## config.mk

```make
export PLATFORM = sky130hd
export DESIGN_NAME = pattern_tree_counter
export DESIGN_NICKNAME = d
export VERILOG_FILES = /design/src/rtl/ptc_pkg.sv /design/src/rtl/ptc_level.sv /design/src/rtl/ptc_flow_ctrl.sv /design/src/rtl/pattern_tree_counter.sv
export SDC_FILE = /design/constraint.sdc
export NUM_CORES = 1
export LEC_CHECK = 0
export ABC_AREA = 1
export BUFFER_PORTS_ARGS = -buffer_cell sky130_fd_sc_hd__buf_2
export CAP_MARGIN = 20
export CELL_PAD_IN_SITES_DETAIL_PLACEMENT = 1
export CELL_PAD_IN_SITES_GLOBAL_PLACEMENT = 2
export CORE_MARGIN = 5
export CORE_UTILIZATION = 23
export CTS_CLUSTER_DIAMETER = 50
export DETAILED_ROUTE_END_ITERATION = 6
export GPL_ROUTABILITY_DRIVEN = 0
export GPL_TIMING_DRIVEN = 0
export MAX_ROUTING_LAYER = met4
export PLACE_DENSITY_LB_ADDON = 0.1
export SYNTH_ARGS = -nofsm -noshare
export SYNTH_HDL_FRONTEND = slang
export SYNTH_HIERARCHICAL = 1
export SYNTH_SLANG_ARGS = --single-unit
```

## constraint.sdc

```tcl
create_clock -name clk -period 3.85 [get_ports clk]
set_input_delay 0.1925 -clock clk [delete_from_list [all_inputs] [get_ports clk]]
set_output_delay 0.1925 -clock clk [all_outputs]
set_load 0.01 [all_outputs]
```

## src/rtl/ptc_pkg.sv

```systemverilog
package ptc_pkg;

    typedef enum logic [1:0] {
        ST_IDLE  = 2'd0,
        ST_FLOW  = 2'd1,
        ST_DRAIN = 2'd2
    } flow_state_e;

    // position of the highest set bit (0 when the value is 0)
    function automatic int msb_index(input logic [31:0] v);
        int r;
        r = 0;
        for (int i = 0; i < 32; i++) begin
            if (v[i]) r = i;
        end
        return r;
    endfunction

endpackage

```

## src/rtl/ptc_level.sv

```systemverilog
module ptc_level #(
    parameter int PAT_W = 8,
    parameter int CNT_W = 16,
    parameter int LVL   = 0,
    parameter int IW    = 1
) (
    input  logic             clk,
    input  logic             rst,
    // word arriving at this level
    input  logic             s_valid,
    input  logic             s_hit,
    input  logic [PAT_W-1:0] s_pat,
    input  logic [IW-1:0]    s_idx,
    // word leaving toward the next level
    output logic             n_valid,
    output logic             n_hit,
    output logic [PAT_W-1:0] n_pat,
    output logic [LVL:0]     n_idx,
    output logic             pend,
    // node load
    input  logic             wr_en,
    input  logic [IW-1:0]    wr_idx,
    input  logic [PAT_W-1:0] wr_pat,
    // node read-out
    input  logic [IW-1:0]    rd_idx,
    output logic [PAT_W-1:0] rd_pat,
    output logic [CNT_W-1:0] rd_cnt
);
    localparam int NODES = 1 << LVL;
    localparam int NIW   = LVL + 1;

    logic [PAT_W-1:0] node_mem [NODES];
    logic [CNT_W-1:0] cnt_mem  [NODES];

    logic             upd_v;
    logic [IW-1:0]    upd_idx;
    logic [CNT_W-1:0] upd_val;

    logic [PAT_W-1:0] node_now;
    logic             is_eq;
    logic             go_right;
    logic             fresh_hit;
    logic [CNT_W-1:0] cur_cnt;

    always_comb begin
        node_now  = node_mem[s_idx];
        is_eq     = (s_pat == node_now);
        go_right  = (s_pat > node_now);
        fresh_hit = s_valid && !s_hit && is_eq;
        // forward a write still in flight to the same node
        if (upd_v && (upd_idx == s_idx)) cur_cnt = upd_val;
        else                             cur_cnt = cnt_mem[s_idx];
    end

    always_ff @(posedge clk) begin
        if (rst) begin
            n_valid <= 1'b0;
            n_hit   <= 1'b0;
            n_pat   <= '0;
            n_idx   <= '0;
            upd_v   <= 1'b0;
            upd_idx <= '0;
            upd_val <= '0;
            for (int i = 0; i < NODES; i++) begin
                node_mem[i] <= '0;
                cnt_mem[i]  <= '0;
            end
        end else begin
            n_valid <= s_valid;
            n_hit   <= s_hit || fresh_hit;
            n_pat   <= s_pat;
            n_idx   <= NIW'({s_idx, go_right});
            upd_v   <= fresh_hit;
            upd_idx <= s_idx;
            upd_val <= cur_cnt + 1'b1;
            if (upd_v) cnt_mem[upd_idx] <= upd_val;
            if (wr_en) begin
                node_mem[wr_idx] <= wr_pat;
                cnt_mem[wr_idx]  <= '0;
            end
        end
    end

    assign pend   = upd_v;
    assign rd_pat = node_mem[rd_idx];
    assign rd_cnt = cnt_mem[rd_idx];

endmodule

```

## src/rtl/ptc_flow_ctrl.sv

```systemverilog
module ptc_flow_ctrl (
    input  logic clk,
    input  logic rst,
    input  logic in_valid,
    input  logic pipe_occ,
    output logic busy,
    output logic load_ok
);
    import ptc_pkg::*;

    flow_state_e state_q;
    flow_state_e state_d;

    always_ff @(posedge clk) begin
        if (rst) state_q <= ST_IDLE;
        else     state_q <= state_d;
    end

    always_comb begin
        state_d = state_q;
        unique case (state_q)
            ST_IDLE:  if (in_valid) state_d = ST_FLOW;
            ST_FLOW:  if (!in_valid) state_d = ST_DRAIN;
            ST_DRAIN: begin
                if (in_valid)      state_d = ST_FLOW;
                else if (!pipe_occ) state_d = ST_IDLE;
            end
            default:  state_d = ST_IDLE;
        endcase
    end

    always_comb begin
        unique case (state_q)
            ST_IDLE: begin
                busy    = 1'b0;
                load_ok = !in_valid;
            end
            ST_FLOW, ST_DRAIN: begin
                busy    = 1'b1;
                load_ok = 1'b0;
            end
            default: begin
                busy    = 1'b1;
                load_ok = 1'b0;
            end
        endcase
    end

endmodule

```

## src/rtl/pattern_tree_counter.sv

```systemverilog
module pattern_tree_counter #(
    parameter int DEPTH = 4,
    parameter int PAT_W = 8,
    parameter int CNT_W = 16
) (
    input  logic             clk,
    input  logic             rst,
    input  logic             in_valid,
    input  logic [PAT_W-1:0] in_pattern,
    input  logic             load_en,
    input  logic [DEPTH-1:0] load_addr,
    input  logic [PAT_W-1:0] load_pattern,
    input  logic             rd_en,
    input  logic [DEPTH-1:0] rd_addr,
    output logic             rd_valid,
    output logic [PAT_W-1:0] rd_pattern,
    output logic [CNT_W-1:0] rd_count,
    output logic [CNT_W-1:0] miss_count,
    output logic             busy
);
    import ptc_pkg::*;

    localparam int LVW   = (DEPTH > 1) ? $clog2(DEPTH) : 1;
    localparam int LW    = (DEPTH > 1) ? DEPTH - 1 : 1;
    localparam int OCC_W = 2 * DEPTH + 1;

    // pipeline links between levels
    logic [DEPTH:0]   lv_valid;
    logic [DEPTH:0]   lv_hit;
    logic [PAT_W-1:0] lv_pat [DEPTH];
    logic [LW-1:0]    lv_idx [DEPTH];
    logic [DEPTH-1:0] lv_pend;
    logic [OCC_W-1:0] stage_occ;

    logic [PAT_W-1:0] exit_pat_unused;
    logic [DEPTH-1:0] exit_idx_unused;

    // input capture stage
    logic             cap_valid;
    logic [PAT_W-1:0] cap_pat;

    logic             load_ok;
    logic             load_go;
    logic [LVW-1:0]   ld_lvl;
    logic [LVW-1:0]   rd_lvl;
    logic [LW-1:0]    ld_local;
    logic [LW-1:0]    rd_local;
    logic             rd_ok;

    logic [PAT_W-1:0] lvl_rd_pat [DEPTH];
    logic [CNT_W-1:0] lvl_rd_cnt [DEPTH];
    logic [CNT_W-1:0] miss_q;

    always_ff @(posedge clk) begin
        if (rst) begin
            cap_valid <= 1'b0;
            cap_pat   <= '0;
        end else begin
            cap_valid <= in_valid;
            cap_pat   <= in_pattern;
        end
    end

    assign lv_valid[0] = cap_valid;
    assign lv_hit[0]   = 1'b0;
    assign lv_pat[0]   = cap_pat;
    assign lv_idx[0]   = '0;

    // heap address -> level and offset inside the level
    always_comb begin
        int lvl_a;
        int lvl_b;
        lvl_a    = msb_index(32'(load_addr));
        lvl_b    = msb_index(32'(rd_addr));
        ld_lvl   = LVW'(lvl_a);
        rd_lvl   = LVW'(lvl_b);
        ld_local = LW'(load_addr ^ (DEPTH'(1) << lvl_a));
        rd_local = LW'(rd_addr ^ (DEPTH'(1) << lvl_b));
    end

    assign load_go = load_ok && load_en && (load_addr != '0);
    assign rd_ok   = rd_en && (rd_addr != '0);

    for (genvar k = 0; k < DEPTH; k++) begin : g_lvl
        localparam int IW = (k == 0) ? 1 : k;
        logic [k:0]       nxt_idx;
        logic             nxt_valid;
        logic             nxt_hit;
        logic [PAT_W-1:0] nxt_pat;

        ptc_level #(
            .PAT_W (PAT_W),
            .CNT_W (CNT_W),
            .LVL   (k),
            .IW    (IW)
        ) u_level (
            .clk     (clk),
            .rst     (rst),
            .s_valid (lv_valid[k]),
            .s_hit   (lv_hit[k]),
            .s_pat   (lv_pat[k]),
            .s_idx   (lv_idx[k][IW-1:0]),
            .n_valid (nxt_valid),
            .n_hit   (nxt_hit),
            .n_pat   (nxt_pat),
            .n_idx   (nxt_idx),
            .pend    (lv_pend[k]),
            .wr_en   (load_go && (ld_lvl == LVW'(k))),
            .wr_idx  (IW'(ld_local)),
            .wr_pat  (load_pattern),
            .rd_idx  (IW'(rd_local)),
            .rd_pat  (lvl_rd_pat[k]),
            .rd_cnt  (lvl_rd_cnt[k])
        );

        assign lv_valid[k+1] = nxt_valid;
        assign lv_hit[k+1]   = nxt_hit;

        if (k < DEPTH - 1) begin : g_link
            assign lv_pat[k+1] = nxt_pat;
            assign lv_idx[k+1] = LW'(nxt_idx);
        end else begin : g_exit
            assign exit_pat_unused = nxt_pat;
            assign exit_idx_unused = DEPTH'(nxt_idx);
        end
    end

    assign stage_occ = {lv_pend, lv_valid};

    ptc_flow_ctrl u_ctrl (
        .clk      (clk),
        .rst      (rst),
        .in_valid (in_valid),
        .pipe_occ (|stage_occ),
        .busy     (busy),
        .load_ok  (load_ok)
    );

    // words falling out of the deepest level without a match
    always_ff @(posedge clk) begin
        if (rst) miss_q <= '0;
        else if (lv_valid[DEPTH] && !lv_hit[DEPTH]) miss_q <= miss_q + 1'b1;
    end
    assign miss_count = miss_q;

    always_ff @(posedge clk) begin
        if (rst) begin
            rd_valid   <= 1'b0;
            rd_pattern <= '0;
            rd_count   <= '0;
        end else begin
            rd_valid <= rd_ok;
            if (rd_ok) begin
                rd_pattern <= lvl_rd_pat[rd_lvl];
                rd_count   <= lvl_rd_cnt[rd_lvl];
            end else begin
                rd_pattern <= '0;
                rd_count   <= '0;
            end
        end
    end

endmodule

```

# Word-level counts from Yosys, hierarchy flattened

Memory sizes are Yosys's and may differ from the RTL's. A register that Yosys moved wholly into a read port is not among the register bits.
Cells that the tools add are included.
Widths: inputs -> output; s select.

Register bits after elaboration: 163
Bits in writable memories: 360
Input bits: 29
Output and inout bits: 42
Logic and storage cells: 199
Memories kept: 8

Add/subtract/negate cells: 5
$lt $le $gt $ge: 4
Equality and inequality tests: 15
Shift-type cells: 2
Multiplexer cells: 86
Bitwise logic cells: 4
Reduce and logical (&&, ||, !) cells: 44

Memory list:

| name                      | depth | bits a word | read ports | clocked after memory_dff | write ports | line            | source |
|---|---|---|---|---|---|---|---|
| g_lvl[3].u_level.cnt_mem  | 8     | 16          | 2          | 1                        | 8           | ptc_level.sv:33 | `logic [CNT_W-1:0] cnt_mem [NODES];` |
| g_lvl[2].u_level.cnt_mem  | 4     | 16          | 2          | 1                        | 4           | ptc_level.sv:33 |  |
| g_lvl[3].u_level.node_mem | 8     | 8           | 2          | 1                        | 8           | ptc_level.sv:32 | `logic [PAT_W-1:0] node_mem [NODES];` |
| g_lvl[1].u_level.cnt_mem  | 2     | 16          | 2          | 1                        | 2           | ptc_level.sv:33 |  |
| g_lvl[2].u_level.node_mem | 4     | 8           | 2          | 1                        | 4           | ptc_level.sv:32 |  |
| g_lvl[0].u_level.cnt_mem  | 1     | 16          | 2          | 0                        | 2           | ptc_level.sv:33 |  |
| +2 memories               | --    | --          | --         | --                       | --          | --              |  |

Operator list:

| kind                  | number |
|---|---|
| $mux 16               | 13 |
| $mux 32               | 4 |
| $reduce_or 16->1      | 7 |
| $add 16x1->16 const B | 5 |
| $shl 1x32->3 const A  | 2 |
| $mux 8                | 6 |
| $mux 1                | 46 |
| $bmux 16 s2           | 1 |
| $eq 8x8->1            | 4 |
| $reduce_or 8->1       | 4 |
| $gt 8x8->1            | 3 |
| $logic_and 1x1->1     | 18 |
| $mux 2                | 9 |
| $bmux 8 s2            | 1 |
| $mux 3                | 5 |
| $reduce_or 9->1       | 1 |
| $reduce_bool 4->1     | 2 |
| $eq 2x2->1 const B    | 3 |
| $pmux 2 s3            | 1 |
| $xor 3x3->3           | 2 |
| $logic_not 1->1       | 5 |
| $eq 2x1->1 const B    | 2 |
| $logic_not 2->1       | 2 |
| $ne 2x2->1 const B    | 2 |
| other kinds (10)      | 12 |

# Logic depth before layout (Yosys ltp)

Gate-level depths: netlist of the first run.

Depth in word-level cells: 10
Depth in mapped cells: 19
Gate-level depth less buffers: 17

# Modules after synthesis

The synthesis of the first run kept the hierarchy.

Modules (own cells, without submodules):

| module                       | instances | cells each | area an instance (µm²) | sequential area each (µm²) |
|---|---|---|---|---|
| ptc_level (g_lvl[3].u_level) | 1         | 1756       | 12196.7                | 5104.9 |
| ptc_level (g_lvl[2].u_level) | 1         | 1062       | 7078.0                 | 2842.7 |
| ptc_level (g_lvl[1].u_level) | 1         | 624        | 4194.0                 | 1701.6 |
| ptc_level (g_lvl[0].u_level) | 1         | 408        | 2817.7                 | 1141.1 |
| pattern_tree_counter         | 1         | 427        | 2797.7                 | 1001.0 |
| ptc_flow_ctrl                | 1         | 13         | 85.1                   | 40.0 |

# Worst setup path before layout of the first run

No wires, ideal clock.

Path type: flip-flop to flip-flop
Start point: reg g_lvl[2].u_level/n_idx[0] (netlist name)
End point: reg g_lvl[3].u_level.upd_v
Setup time: 64 ps
Arrival: 2278 ps
Data required time: 3786 ps
Setup slack: 1508 ps
Stages on the path, launching flop included: 14
Clock period less this slack: 2342 ps
Cells stage by stage: dfxtp_1 -> buf_4 -> buf_4 -> buf_4 -> buf_2 -> clkbuf_1 -> o21ai_0 -> o211ai_1 -> o21ai_0 -> ha_1 -> nand4_1 -> nor3_1 -> nand2_1 -> nor2_1

RTL lines:

| item                 | line            | source |
|---|---|---|
| end signal, assigned | ptc_level.sv:73 | `upd_v <= fresh_hit;` |
| end, declared        | ptc_level.sv:35 | `logic upd_v;` |

==> results of run 1 <==
[through the flow]
stage                     instance area (sq um)  cells  TNS [ns]  util [%]
after global routing                      35500   6212         0      28.4
after detailed placement                  31300   5981    -16.39      25.0
after CTS                                 35500   6210         0      28.3
final                                     35500   6217   -0.0343      28.4
after global placement                    31300   5978    -26.54      25.0
after floorplan                           28900   4259         0         -
[worst paths after layout]
check | cells after the start | end | start
setup / recovery | 15 | rd_count[8]$_SDFF_PP0_ | rd_addr[3]
hold / removal | 3 | rd_count[7]$_SDFF_PP0_ | rd_en
setup reg to reg | 9 | g_lvl[3].u_level/node_mem[7][2]$_SDFFCE_PN0P_ | u_ctrl/state_q[0]$_SDFFE_PP0P_
hold reg to reg | 1 | g_lvl[1].u_level/pend$_SDFF_PP0_ | g_lvl[0].u_level/n_hit$_SDFF_PP0_
[power groups by stage]
| stage | Clock (mW) | Sequential (mW) | Combinational, mW |
|---|---|---|---|
| 5_1_grt | 10.7 | 5.79 | 1.92 |
| 3_3_place_gp | 0 | 5.89 | 1.75 |
| 4_1_cts | 10.5 | 5.78 | 1.78 |
| 2_1_floorplan | 0 | 5.86 | 0.952 |
| 3_5_place_dp | 0 | 5.89 | 1.76 |
| 6_report | 10.2 | 5.78 | 1.78 |
[cell type report]
cell class,instances,share of cell area [%]
clock inverter,76,2.69
timing repair buffer,91,1.59
buffer,246,3.38
clock buffer,136,8.51
tap,1650,5.81
antenna,6,0.0422
sequential,522,32.8
multi-input combinational,2858,38.5
inverter,632,6.70
[flip-flops by register name, indices dropped and copies added, names as in the netlist, 8 cells and up]
| signal | flops |
|---|---|
| rd_pattern | 8 |
| g_lvl.u_level/n_pat | 24 |
| cap_pat | 8 |
| g_lvl.u_level/node_mem | 120 |
| rd_count | 16 |
| g_lvl.u_level/n_idx | 9 |
| g_lvl.u_level/upd_val | 64 |
| g_lvl.u_level/cnt_mem | 240 |
| miss_count | 16 |
[worst max-delay path: stages]
cell	delay, ns
buf_2	0.18
nor2_4	0.28
inv_2	0.16
buf_2	0.25
o21ai_0	0.18
nand2_1	0.38
clkbuf_1	0.45
clkbuf_1	0.41
a21oi_1	0.22
o21ai_0	0.10
nand2_1	0.14
nor2_1	0.05
a31oi_1	0.52
o211ai_1	0.27
a21oi_1	0.60
[repair_timing]
action	in CTS	in global routing
endpoints found under the hold margin	64	0
setup endpoints to repair	2	11
resized for setup	0	15
hold buffers	18	0
[layer usage]
| metal | vias to the layer above | GRT usage [%] | wire length [microns] |
|---|---|---|---|
| met5 | - | - | 0 |
| met3 | 212 | 4.03 | 7880 |
| met1 | 14488 | 32.1 | 74300 |
| met2 | 749 | 33.3 | 62800 |
| li1 | 14307 | - | - |
| met4 | 0 | 6.47 | 4540 |
==> results.md, run 1 <==
* Status: finished, violations left
* Violated checks: setup timing
* Via count at 29756
* GRT Total Usage at 22.8%
* Synthesized area at 28900 sq um
* Clock power frac at 57.5%
* Critical Path Source Type: input pin
* Min-Delay Path Class: input pin to register
* CP required at 4.38 ns
* Global-route wire length before repair at 214 mm
* Reg2reg setup slack at 0.20 ns
* Final wirelength at 150 mm
* Max Freq at 257 MHz
* Crit path max fanout at 10
* Max IR drop VDD at 0.330 mV
* Clk root buf: clkbuf_16
* Core area at 125000 sq um
* Most frequent cells in the layout: nand2_1 (842), inv_1 (596), nor2_1 (555)
* Clock latency on the worst-skew pair at 0.72 ns
* WHS at 0.0598 ns
* Setup CP Type: input pin to register
* Post-layout worst setup margin at -0.0343 ns
* # fillers at 15536
* Sw Share at 28.5%
* Final net count at 4528
* Fin crit share at 101%
* Die Ht at 364 microns
* RSZ-0062 raised after global routing: no
* Yosys warning count at 6
* Slew Limit Headroom at 18.5%
* Clock slew at the register clock pins of the worst setup and hold paths at 0.06 ns
* CTS tree: done
* CP arrival at 4.41 ns
* HPWL reported at the end of detailed placement at 114 mm
* Fin crit period at 3.88 ns
* Number of buffers added on ports at 69
* Total grt overflow at 0
* Sequential power share at 32.5%
* PwrDens at 500 nW/um^2
* FF+latch area at 11700 sq um
* # setup viols final at 1
* MaxCap Viol Count at 0
* CTS H-tree lvls at 3
* Slew @ Worst Pin at 1.21 ns
* Endpoint kind of the worst setup timing path: register
* Post-CTS Setup Repair Bufs at 0
* Drt drc at 0
* Multi-input gate area at 13700 sq um
* Routed Antenna Nets at 0
* Share of layout cells above drive strength 1 at 11.1%
* Pleak at 14.0 nW
* Worst-case clock buffer depth at 3
* Vias in the first global route at 30058
* DRT Pass-1 Iters at 7
* Dpl ws at -0.710 ns
* Max Clock Skew at 0.0471 ns
* Total power at 17.8 mW
* Average wire per standard cell at 24.1 microns
* Max Slew Vio Count at 0
* Via/cell ratio at 4.79
* Largest net degree at the start of global routing at 20
* Final-report hold violation count at 0
* I/O pin count at 71
* P_sw at 5.07 mW
* DR iter-0 viols at 2095
* Num rows at 130
* Pint at 12.7 mW
* Clock Sinks at 522
* Power share of the combinational group at 10.0%
* Initial antenna violation count at 6
* Mean post-synth cell area at 6.79 sq um
* Commonest non-fill, non-tap cell in the layout: nand2_1
* Die area at 133000 sq um
* Post-synthesis cell count at 4255
* Die X at 364 microns
* Initial core utilization at 23.1%
* Num CTS Buffers at 111
* Area grow syn2layout at 23.1%
No activity file was read; power rests on OpenSTA's default activity.
==> run 2, diff against run 1 <==
SYNTH_HIERARCHICAL = unset   (was 1)
==> results.md, run 2 <==
* Most frequent cells in the layout: nand2_1 (826), inv_1 (564), nor2_1 (452) (was nand2_1 (842), inv_1 (596), nor2_1 (555))
* Core area at 120000 sq um (was 125000 sq um)
* Area grow syn2layout at 23.1% (about the same)
* Sequential element share of the synthesized area at 42.0%
* # fillers at 14619 (was 15536)
* Share of layout cells above drive strength 1 at 12.5% (was 11.1%)
* Synth unique cells at 55
* Syn nets at 3991
* FF-to-FF Start: g_lvl[2].u_level.upd_idx[0]$_SDFF_PP0_ (was u_ctrl/state_q[0]$_SDFFE_PP0P_)
* WHS Endpoint: g_lvl[3].u_level.node_mem[5][0]$_SDFFCE_PN0P_ (was rd_count[7]$_SDFF_PP0_)
* Highest metal layer with signal wires: met4 (unchanged)
* Clock Sinks at 520 (was 522)
* Final net count at 4189 (was 4528)
* Leading area contributor after synthesis: dfxtp_1
* HPWL reported at the end of detailed placement at 113 mm (was 114 mm)
* Hold path startpoint: load_pattern[0] (was rd_en)
* Max Freq at 295 MHz (was 257 MHz)
* CP required at 4.42 ns (was 4.38 ns)
* Post-synthesis cell count at 3933 (was 4255)
* M1 WL at 72.6 mm (was 74.3 mm)
* Post-layout worst setup margin at 0.463 ns (was -0.0343 ns)
* Commonest non-fill, non-tap cell in the layout: nand2_1 (unchanged)
* GRT Total Usage at 23.9% (was 22.8%)
* Average wire per standard cell at 25.8 microns (was 24.1 microns)
* Total grt overflow at 0 (unchanged)
* Yosys warning count at 0 (was 6)
* Mean post-synth cell area at 7.03 sq um (was 6.79 sq um)
* MaxCap Viol Count at 0 (unchanged)
* Reg2reg setup slack at 0.46 ns (was 0.20 ns)
* Die Ht at 357 microns (was 364 microns)
* Max reg flops at 240 (unchanged)
* Max IR drop VDD at 0.304 mV (was 0.330 mV)
* Largest net degree at the start of global routing at 14 (was 20)
* Vias in the first global route at 28408 (was 30058)
* Post-synth EDFFs at 120
* Status: finished, final reports clean (was finished, violations left)
* Fin crit period at 3.39 ns (was 3.88 ns)
* Setup CP Type: register to register (was input pin to register)
* Reg-to-reg endpoint: g_lvl[3].u_level.upd_val[14]$_SDFF_PP0_ (was g_lvl[3].u_level/node_mem[7][2]$_SDFFCE_PN0P_)
* Synth Flop Type: dfxtp_1
* RSZ-0062 raised after global routing: no (unchanged)
* Initial core utilization at 23.1% (about the same)
* CTS H-tree lvls at 3 (unchanged)
* Fin crit share at 88.0% (was 101%)
* Clock latency on the worst-skew pair at 0.69 ns (was 0.72 ns)
* WHS at 0.0690 ns (was 0.0598 ns)
* Dpl ws at 0.0773 ns (was -0.710 ns)
* #FFs+latches synth at 520
* Via/cell ratio at 4.78 (was 4.79)
* Final-report hold violation count at 0 (unchanged)
* Global-route wire length before repair at 213 mm (was 214 mm)
* Max Slew Vio Count at 0 (unchanged)
* Die X at 357 microns (was 364 microns)
* Slew Limit Headroom at 27.1% (was 18.5%)
* Routed Antenna Nets at 0 (unchanged)
* Regs by FF count: g_lvl.u_level.cnt_mem x240, g_lvl.u_level.node_mem x120, g_lvl.u_level.upd_val x64 (was g_lvl.u_level/cnt_mem x240, g_lvl.u_level/node_mem x120, g_lvl.u_level/upd_val x64)
* # setup viols final at 0 (was 1)
* Slew @ Worst Pin at 1.09 ns (was 1.21 ns)
* Num CTS Buffers at 107 (was 111)
* Min-Delay Path Class: input pin to register (unchanged)
* Synth async-reset ratio at 0%
* DR iter-0 viols at 1708 (was 2095)
* Met2 Wirelength at 68.7 mm (was 62.8 mm)
* DRT Pass-1 Iters at 5 (was 7)
* Crit path max fanout at 10 (unchanged)
* Die area at 127000 sq um (was 133000 sq um)
* Num rows at 127 (was 130)
* Multi-input gate area at 12600 sq um (was 13700 sq um)
* Drt drc at 0 (unchanged)
* Clock slew at the register clock pins of the worst setup and hold paths at 0.05 ns (was 0.06 ns)
* WL met3 at 5.54 mm (was 7.88 mm)
* Post-CTS Setup Repair Bufs at 0 (unchanged)
* CTS tree: done (unchanged)
* Pleak at 13.8 nW (was 14.0 nW)
* Final wirelength at 150 mm (about the same)
* Critical Path Source Type: register (was input pin)
* PwrDens at 511 nW/um^2 (was 500 nW/um^2)
* Max Clock Skew at 0.0224 ns (was 0.0471 ns)
* Most common library cells after synthesis: nand2_1 (826), inv_1 (564), nor2_1 (452), dfxtp_1 (400), nand3_1 (332)
* Synthesized area at 27700 sq um (was 28900 sq um)
* Endpoint kind of the worst setup timing path: register (unchanged)
* FF+latch area at 11600 sq um (was 11700 sq um)
* Initial antenna violation count at 8 (was 6)
* Clk root buf: clkbuf_16 (unchanged)
* Ranking of synthesized cells by area: dfxtp_1 (29%), edfxtp_1 (13%), nand2_1 (11%)
* CP arrival at 3.95 ns (was 4.41 ns)
* Worst r2r path cells at 14 (was 9)
* Share of the synthesized area in the top cell type at 29.0%
* I/O pin count at 71 (unchanged)
* Number of buffers added on ports at 70 (was 69)
* Reg with most FFs: g_lvl.u_level.cnt_mem (was g_lvl.u_level/cnt_mem)
* WHS Path Cells at 3 (unchanged)
* Dominant cell by count in the synthesized netlist: nand2_1
* Worst-case clock buffer depth at 3 (unchanged)
* Via count at 27901 (was 29756)
==> run 2: cell count changes in the layout (fill, tap and decap cells not counted), moves of 11 or more <==
cell and change:
nor3_1 +39, o21ai_1 +39, o211ai_1 +107, clkbuf_1 -34, nor2_1 -103, inv_1 -32, nand2_1 -16, o21ai_0 -56
o21ai_2 +11, a21oi_1 -139, nand3_1 -82, nand4_1 -40, buf_2 +27, a31oi_1 -22
==> run 2: through the flow <==
| step | setup TNS, ns | util [%] | instance area [sq um] | total power [mW] | instances |
|---|---|---|---|---|---|
| after global placement | -10.20 | 25.1 | 30000 | 7.59 | 5615 |
| after detailed placement | 0 | 25.2 | 30100 | 7.60 | 5625 |
| after CTS | 0 | 28.4 | 34000 | 17.6 | 5835 |
| after global routing | 0 | 28.4 | 34000 | 18.0 | 5835 |
| after floorplan | 0 | - | 27700 | 6.73 | 3933 |
| final | 0 | 28.4 | 34000 | 17.4 | 5839 |
==> run 2: critical path: stages, from the launching register on <==
cell and delay [ns]:
dfxtp_1 0.33, inv_2 0.18, clkbuf_1 0.72, nand3_1 0.16, nand3_1 0.13, nand3_1 0.35, nand2_2 0.23, ha_1 0.20
nand3_1 0.15, nor2_2 0.21, nand2_1 0.11, nor2_1 0.25, nand2_1 0.09, nand2_1 0.08, nor2_1 0.07
==> run 2: how the worst max path moves through the flow <==
stage	from	to	slack, ns	cells after the start
floorplan	g_lvl[1].u_level.n_idx[0]$_SDFF_PP0_	g_lvl[2].u_level.pend$_SDFF_PP0_	1.53	17
finish	g_lvl[2].u_level.upd_idx[0]$_SDFF_PP0_	g_lvl[3].u_level.upd_val[14]$_SDFF_PP0_	0.46	14
global placement	rst	g_lvl[2].u_level.node_mem[1][2]$_SDFFCE_PN0P_	-0.43	6
detailed placement	g_lvl[1].u_level.n_idx[0]$_SDFF_PP0_	g_lvl[2].u_level.n_idx[0]$_SDFF_PP0_	0.08	16
global route	g_lvl[1].u_level.n_idx[0]$_SDFF_PP0_	g_lvl[2].u_level.n_idx[0]$_SDFF_PP0_	0.19	15
CTS	g_lvl[1].u_level.n_idx[0]$_SDFF_PP0_	g_lvl[2].u_level.n_idx[0]$_SDFF_PP0_	0.07	16
==> run 2: what timing repair did <==
| action | CTS | global route |
|---|---|---|
| endpoints found under the setup margin | 0 | 3 |
| endpoints found under the hold margin | 12 | 0 |
| gates resized for setup | 0 | 0 |
| hold buffers | 10 | 0 |
==> run 2: cells by family after synthesis <==
kind of cell	synth area share [%]
xor gates and xnor gates	0.249
muxes	0.109
and+or+nand+nor	27.3
AOI/OAI and AO/OA	16.4
buffers and inverters	12.6
DFF	42.0
adders and majority gates	1.31
==> run 2: cell type report <==
cell class	count	share of cell area [%]
Antenna cell	5	0.0368
Inverter	599	6.64
Tap cell	1612	5.93
Clock inverter	70	2.34
Multi-Input combinational cell	2574	36.9
Clock buffer	130	8.78
Sequential cell	520	34.1
Timing Repair Buffer	90	1.67
Buffer	239	3.61
==> run 2: power by group <==
group          switching [mW]  internal [mW]  leakage [nW]
combinational            1.35          0.395          7.54
clock                    3.53           6.35          1.83
sequential             0.0596           5.69          4.48
total                    4.94           12.4          13.8
==> run 2: per-layer routing <==
layer / GRT usage (%) / vias to the layer above
met4: 6.02 / 0
met2: 38.3 / 598
met1: 32.4 / 13835
met5: - / -
li1: - / 13287
met3: 2.52 / 181
